==> config.mk <==
export PLATFORM = sky130hd
export DESIGN_NAME = arb_burst_bus
export DESIGN_NICKNAME = d
export VERILOG_FILES = /design/src/rtl/arb_burst_bus.sv
export SDC_FILE = /design/constraint.sdc
export NUM_CORES = 1
export LEC_CHECK = 0
export BUFFER_PORTS_ARGS = -buffer_cell sky130_fd_sc_hd__buf_2
export CELL_PAD_IN_SITES_DETAIL_PLACEMENT = 1
export CELL_PAD_IN_SITES_GLOBAL_PLACEMENT = 2
export CORE_MARGIN = 3
export CORE_UTILIZATION = 45
export DETAILED_ROUTE_END_ITERATION = 7
export PLACE_DENSITY_LB_ADDON = 0.1
export SYNTH_ARGS = -nofsm -noshare
export SYNTH_HDL_FRONTEND = slang
export SYNTH_SLANG_ARGS = --single-unit
==> constraint.sdc <==
create_clock -name clk -period 6.5 [get_ports clk]
set_clock_uncertainty 0.05 [all_clocks]
set_input_delay 0 -clock clk [delete_from_list [all_inputs] [get_ports clk]]
set_output_delay 0 -clock clk [all_outputs]
set_load 0.01 [all_outputs]
==> src/rtl/arb_burst_bus.sv <==
module arb_burst_bus #(
  parameter int NREQ = 3,
  parameter int AW   = 6,
  parameter int LW   = 4,
  parameter int OVH  = 100,
  parameter int PW   = 10
) (
  input  logic              clk,
  input  logic              rst_n,
  input  logic [NREQ-1:0]   req,
  input  logic [NREQ-1:0]   try_req,
  input  logic [NREQ*AW-1:0] cmd_addr,
  input  logic [NREQ*LW-1:0] cmd_len,
  input  logic [NREQ-1:0]   cmd_wr,
  input  logic              wr_valid,
  input  logic [7:0]        wr_data,
  output logic [NREQ-1:0]   grant,
  output logic [NREQ-1:0]   try_ok,
  output logic [NREQ-1:0]   try_fail,
  output logic              rd_valid,
  output logic [7:0]        rd_data,
  output logic              wr_ready,
  output logic              done
);
  localparam int IW    = (NREQ > 1) ? $clog2(NREQ) : 1;
  localparam int CMAX  = (OVH > PW) ? OVH : PW;
  localparam int CW    = $clog2(CMAX + 1);
  localparam int DEPTH = 1 << AW;

  typedef enum logic [2:0] {S_IDLE, S_OVH, S_WAIT, S_XFER, S_DONE} st_t;

  st_t           st;
  logic [IW-1:0] owner, last, pick;
  logic [CW-1:0] cnt;
  logic [AW-1:0] addr;
  logic [LW-1:0] left;
  logic          dir, found, free, take;
  logic [NREQ-1:0] cand, pick_oh;
  logic [7:0]    mem [DEPTH];

  assign cand = req | try_req;
  assign free = (st == S_IDLE) || (st == S_DONE);

  always_comb begin
    found = 1'b0;
    pick  = '0;
    for (int k = 1; k <= NREQ; k++) begin
      int j;
      j = (int'(last) + k) % NREQ;
      if (!found && cand[j]) begin
        found = 1'b1;
        pick  = IW'(j);
      end
    end
  end

  assign take     = free && found;
  assign pick_oh  = take ? (NREQ'(1) << pick) : '0;
  assign try_ok   = try_req & pick_oh;
  assign try_fail = try_req & ~pick_oh;
  assign grant    = free ? '0 : (NREQ'(1) << owner);
  assign rd_valid = (st == S_XFER) && !dir;
  assign wr_ready = (st == S_XFER) && dir;
  assign rd_data  = mem[addr];
  assign done     = (st == S_DONE);

  always_ff @(posedge clk) begin
    if (!rst_n) begin
      st    <= S_IDLE;
      owner <= '0;
      last  <= IW'(NREQ - 1);
      cnt   <= '0;
      addr  <= '0;
      left  <= '0;
      dir   <= 1'b0;
    end else begin
      case (st)
        S_IDLE, S_DONE: begin
          if (take) begin
            owner <= pick;
            last  <= pick;
            addr  <= cmd_addr[pick*AW +: AW];
            left  <= cmd_len[pick*LW +: LW];
            dir   <= cmd_wr[pick];
            cnt   <= '0;
            st    <= S_OVH;
          end else begin
            st <= S_IDLE;
          end
        end
        S_OVH: begin
          if (cnt == CW'(OVH - 1)) begin
            cnt <= '0;
            st  <= (left == '0) ? S_DONE : S_WAIT;
          end else begin
            cnt <= cnt + 1'b1;
          end
        end
        S_WAIT: begin
          if (cnt == CW'(PW - 1)) begin
            cnt <= '0;
            st  <= S_XFER;
          end else begin
            cnt <= cnt + 1'b1;
          end
        end
        S_XFER: begin
          if (!dir || wr_valid) begin
            addr <= addr + 1'b1;
            left <= left - 1'b1;
            st   <= (left == LW'(1)) ? S_DONE : S_WAIT;
          end
        end
        default: st <= S_IDLE;
      endcase
    end
  end

  always_ff @(posedge clk) begin
    if (st == S_XFER && dir && wr_valid)
      mem[addr] <= wr_data;
  end


  grant_onehot_chk: assert property (@(posedge clk) disable iff (!rst_n)
    $onehot0(grant));


  grant_hold_chk: assert property (@(posedge clk) disable iff (!rst_n)
    ((|grant) && (|$past(grant))) |-> (grant == $past(grant)));


  try_grant_chk: assert property (@(posedge clk) disable iff (!rst_n)
    (|try_ok) |=> (grant == $past(try_ok)));


  release_done_chk: assert property (@(posedge clk) disable iff (!rst_n)
    $fell(|grant) |-> done);


  rd_spacing_chk: assert property (@(posedge clk) disable iff (!rst_n)
    rd_valid |=> !rd_valid);


  xfer_owned_chk: assert property (@(posedge clk) disable iff (!rst_n)
    (rd_valid || wr_ready) |-> (|grant));
endmodule

== Word level (Yosys, flattened, before mapping) ==
Memory sizes are Yosys's and may differ from the RTL's. A register that Yosys moved wholly into a read port is not among the register bits.
Cells that the tools add are included.

* Bitwise operators: 4
* Div/mod/pow operators: 3
* Shift operators: 4
* Reductions and logical operators: 20
* Muxes and demuxes: 40
* Multiply operators: 1
* Equality and inequality tests: 11
* Order comparisons: 4
* Add/sub/neg operators: 6

{| class="wikitable"
|+ Operators with widths
! cell !! number
|-
| $lt A32 B4 Y1 const B || 3
|-
| $mod A32 B3 Y32 const B || 3
|-
| $mux W6 || 4
|-
| $mux W3 || 7
|-
| $mux W7 || 3
|-
| $pmux W7 S3 || 1
|-
| $shiftx A18 B6 Y6 || 1
|-
| $mux W1 || 13
|-
| $pmux W3 S4 || 1
|-
| $pmux W6 S2 || 1
|-
| $shiftx A12 B5 Y4 || 1
|-
| $bmux W1 S2 || 4
|-
| $mux W4 || 2
|-
| $ne A2 B2 Y1 const B || 4
|-
| $pmux W4 S2 || 1
|-
| $add A7 B1 Y7 const B || 1
|-
| $eq A7 B4 Y1 const B || 1
|-
| $eq A7 B7 Y1 const B || 1
|-
| $add A2 B2 Y3 const B || 2
|-
| $add A6 B1 Y6 const B || 1
|-
| $and A3 B3 Y3 || 2
|-
| $eq A3 B2 Y1 const B || 2
|-
| $logic_and A1 B1 Y1 || 6
|-
| $mux W2 || 3
|-
| other kinds (19) || 25
|}

* Input bits: 50
* Memories: 1
* Register bits: 25
* Output and inout port bits: 20
* Bits in writable memories: 512
* Word-level logic and storage cells: 101

{| class="wikitable"
|+ Memory list
! name !! words !! width !! rd ports !! clocked after Yosys merged registers in !! write ports !! line !! source
|-
| mem || 64 || 8 || 1 || 1 || 1 || 39 || <nowiki>logic [7:0] mem [DEPTH];</nowiki>
|}

== Longest topological paths before layout ==
* Depth after elaboration: 18
* Gate-level depth with buffers: 10
* Mapped depth without buffers: 8

== Least setup slack after synthesis ==
Ideal clock, no wire load.

* Path kind: register -> register
* From: reg st[0]
* To: mem mem[62][0] (enable)
* Required time: 6,080 ps
* Setup time: 370 ps
* Arrival: 1,983 ps
* Setup slack: 4,097 ps
* Stages on the path, launching flop included: 7
* Path buffers: 1
* Period minus slack after synthesis: 2,403 ps
* Cells stage by stage: dfxtp_1 -> clkbuf_1 -> nor3b_1 -> nand2_1 -> nor3_1 -> nand3_1 -> nor2_1

* Word-level cells in the longest chain between the ends: 5

{| class="wikitable"
|+ RTL lines
! element !! line !! source
|-
| start, declared || 32 || <nowiki>st_t st;</nowiki>
|-
| start signal, assigned || 94 || <nowiki>st <= (left == '0) ? S_DONE : S_WAIT;</nowiki>
|-
| start signal, assigned || 111 || <nowiki>st <= (left == LW'(1)) ? S_DONE : S_WAIT;</nowiki>
|-
| $eq A3 B2 Y1 || 120 || <nowiki>if (st == S_XFER && dir && wr_valid)</nowiki>
|-
| $logic_and A1 B1 Y1 (2 in a row) || 120 ||
|-
| $mux W1 || 120 ||
|-
| $mux W1 (not written as such) || 121 || <nowiki>mem[addr] <= wr_data;</nowiki>
|-
| end, declared || 39 ||
|}

Every way passes these cells.

==> impl_metrics.csv <==
group,metric,value,unit
status,status,"finished clean",
detailed_routing,vias,11080,
clock_network,root_buffer,"clkbuf_16",
clock_network,cts_buffer_depth,3,
placement,numPortBuffers,69,
worst_hold_path,worstHoldEndpoint,"owner[0]",
synthesis,ys_async_sr_fraction,0,
die,die-width,226.2,um
die,dieArea,0.05115,mm^2
detailed_routing,viasPerCell,5.955,
synthesis,yosys.area.top_type,"edfxtp_1",
detailed_routing,drc,0,
job,maxCapViolations,0,
synthesis,seq_area_frac_synth,0.7324,
placement,dpl_cell_area,0.02285,mm^2
layout,final_util,0.5187,
layout,num_antenna_cells,0,
die,initial_core_util,0.4559,
worst_hold_path,hp-class,"in -> reg",
synthesis,synthFlopType,"edfxtp_1",
placement,placed_cells,1729,
pwr,power_density,389.4,mW/mm^2
synthesis,synth_common_cells,"edfxtp_1, mux4_2, nor2_1",
clock_network,worstSkewPairLatency,0.60,ns
pwr,p_leak,7.746,nW
grt,grt_max_degree,65,
synthesis,syn_inst,1080,
layout,fin_nets,1261,
setup_path,crit_arrival,4.53,ns
setup_path,crit_path_max_fanout,16,
die,ioPinCount,70,
setup_path,crit_path_start,"owner[0]",
detailed_routing,drtIter0Drc,1050,
pwr,ir_drop,0.2148,mV
setup_path,critical_path_required,6.92,ns
synthesis,synthesis.area,0.02181,mm^2
grt,grtUsageTotal,0.2182,
synthesis,yosys.cell_count.top_type,"edfxtp_1",
worst_hold_path,worstHoldStart,"try_req[2]",
sta,rsz0062_at_grt,"false",
sta,setup_viol,0,
sta,period_share,0.6310,
clock_network,cts_tree,"yes",
sta,final_max_slew_viol_count,0,
clock_network,cts.htree.levels,2,
sta,period_minus_slack,4.102,ns
grt,antenna_found_initial,0,
synthesis,synth_area_leaders,"edfxtp_1, mux4_2, dfxtp_1, nor2_1, a22oi_1",
layout,final_cells,1861,
setup_path,rrSetupSlack,2.40,ns
die,floorplan.core_area,0.04785,mm^2
synthesis,syn_nets,1140,
placement,dpl.hpwl,33400,um
synthesis,ys_types,67,
sta,slew_headroom,0.3270,
setup_path,end_kind,"flop",
setup_path,start_kind,"flop",
detailed_routing,ant_nets,0,
layout,syn_to_final_growth,13.77,%
clock_network,clkTransAtPathRegs,0.06,ns
sta,hold_viol_final,0,
grt,grt-ovfl-total,0,
synthesis,syn_area_per_cell,20.20,um^2
synthesis,ys.warnings.count,0,
synthesis,synth_edf_count,512,
sta,worst_slew_pin_slew,1.010,ns
setup_path,path_class,"reg -> reg",
setup_path,r2r_cells,10,
clock_network,cts_resized,0,
layout,final_area,0.02482,mm^2
setup_path,worstReg2RegStart,"owner[0]",
placement,gp_congestion,0.7697,
worst_hold_path,whs_path_depth,6,
synthesis,synth_top_area_frac,0.7049,
clock_network,clock_sinks,542,
die,die_y,226.2,um
synthesis,synth_seq_cells,542,
sta,setup_tns,0,ns
detailed_routing,wl,55070,um
clock_network,numCtsBuffers,56,
grt,grt_first_pass_wirelength,80410,um
sta,fmax,0.2438,GHz
die,num_rows,80,
layout,layout-drive-gt1-share,0.2713,
detailed_routing,wl_per_cell,29.59,um
grt,grt_pass1_vias,11570,
detailed_routing,drt_first_pass_iters,7,
[how the worst max path moves through the flow]
stage	end	slack (ns)	depth (start not counted)
after CTS	rd_data[3]	2.26	6
after global placement	rd_data[3]	2.95	6
after detailed placement	rd_data[3]	2.90	6
final	flop	2.40	10
after floorplan	mem[62][0]	4.10	6
after global routing	flop	2.14	10
[metrics by stage]
stage	total power [W]	setup slack [ns]	hold WS (ns)
after floorplan	0.005834	4.097	0.04887
after global placement	0.006679	2.949	0.2653
after detailed placement	0.006692	2.903	0.2627
after CTS	0.009763	2.257	0.002689
after global routing	0.01005	2.135	0.08127
final	0.009663	2.398	0.03480
[what timing repair did]
action / in CTS / in global routing
setup buffers: 0 / 0
hold buffers: 29 / 0
hold endpoints to repair: 22 / 0
[registers in the layout, summed over array words and instances (netlist names), named ones only]
signal and flops:
last 1, owner 2, left 4, st 3
dir 1, mem 512, cnt 7, addr 6
[logic make-up after synthesis]
logic type      after synthesis  synth area share
buf+inv                      65           0.01256
xor+xnor                      8          0.003212
mux                         170            0.1699
flops                       542            0.7324
fa+ha+maj                    10          0.005736
simple gates                189           0.04176
compound gates               96           0.03442
[power breakdown]
part	internal [W]	switching, W
Combinational	0.00121	0.00136
Clock	0.00168	0.00130
Sequential	0.00388	0.000232
Total	0.00677	0.00289
[layout by cell type (no fill, tap or decap), types with 5 or more instances in the layout]
cell type,instances
edfxtp_1,512
mux4_2,160
nor2_1,95
buf_2,69
clkbuf_16,57
dlygate4sd3_1,29
nand2_1,27
dfxtp_1,26
clkinv_1,19
clkbuf_1,18
a22oi_1,17
buf_4,16
a21oi_1,14
inv_1,13
nor3_1,11
o21ai_0,11
nand3_1,10
ha_1,10
nor2b_1,8
mux2i_1,8
a211oi_1,7
xnor2_1,6
and3_1,5
and2_1,5
[worst max-delay path: stages (launching register included)]
cell           delay [ns]
dfxtp_1              0.40
inv_1                0.15
ha_1                 0.32
nor3b_4              0.20
o32ai_2              0.52
a21oi_2              0.09
o31ai_4              0.69
mux2i_1              0.29
dlygate4sd3_1        0.58
a21oi_1              0.07
dlygate4sd3_1        0.62
[metal layers]
layer / wire length [um] / vias up / GRT usage / part of all wire
met3: 2691 / 73 / 0.03562 / 0.049
li1: - / 4732 / - / -
met5: 0 / - / 0 / 0
met1: 24350 / 6000 / 0.3135 / 0.44
met2: 26570 / 278 / 0.3486 / 0.48
met4: 1454 / 0 / 0.06437 / 0.026
[layout make-up]
type,count,area [um^2]
Fill cell,4306,23030
Sequential cell,542,15990
Multi-Input combinational cell,473,5563
Clock buffer,75,1494
Timing Repair Buffer,115,775.7
Tap cell,615,769.5
Clock inverter,28,180.2
Inverter,13,48.80
Note: power is estimated with default switching activity, not from simulation.
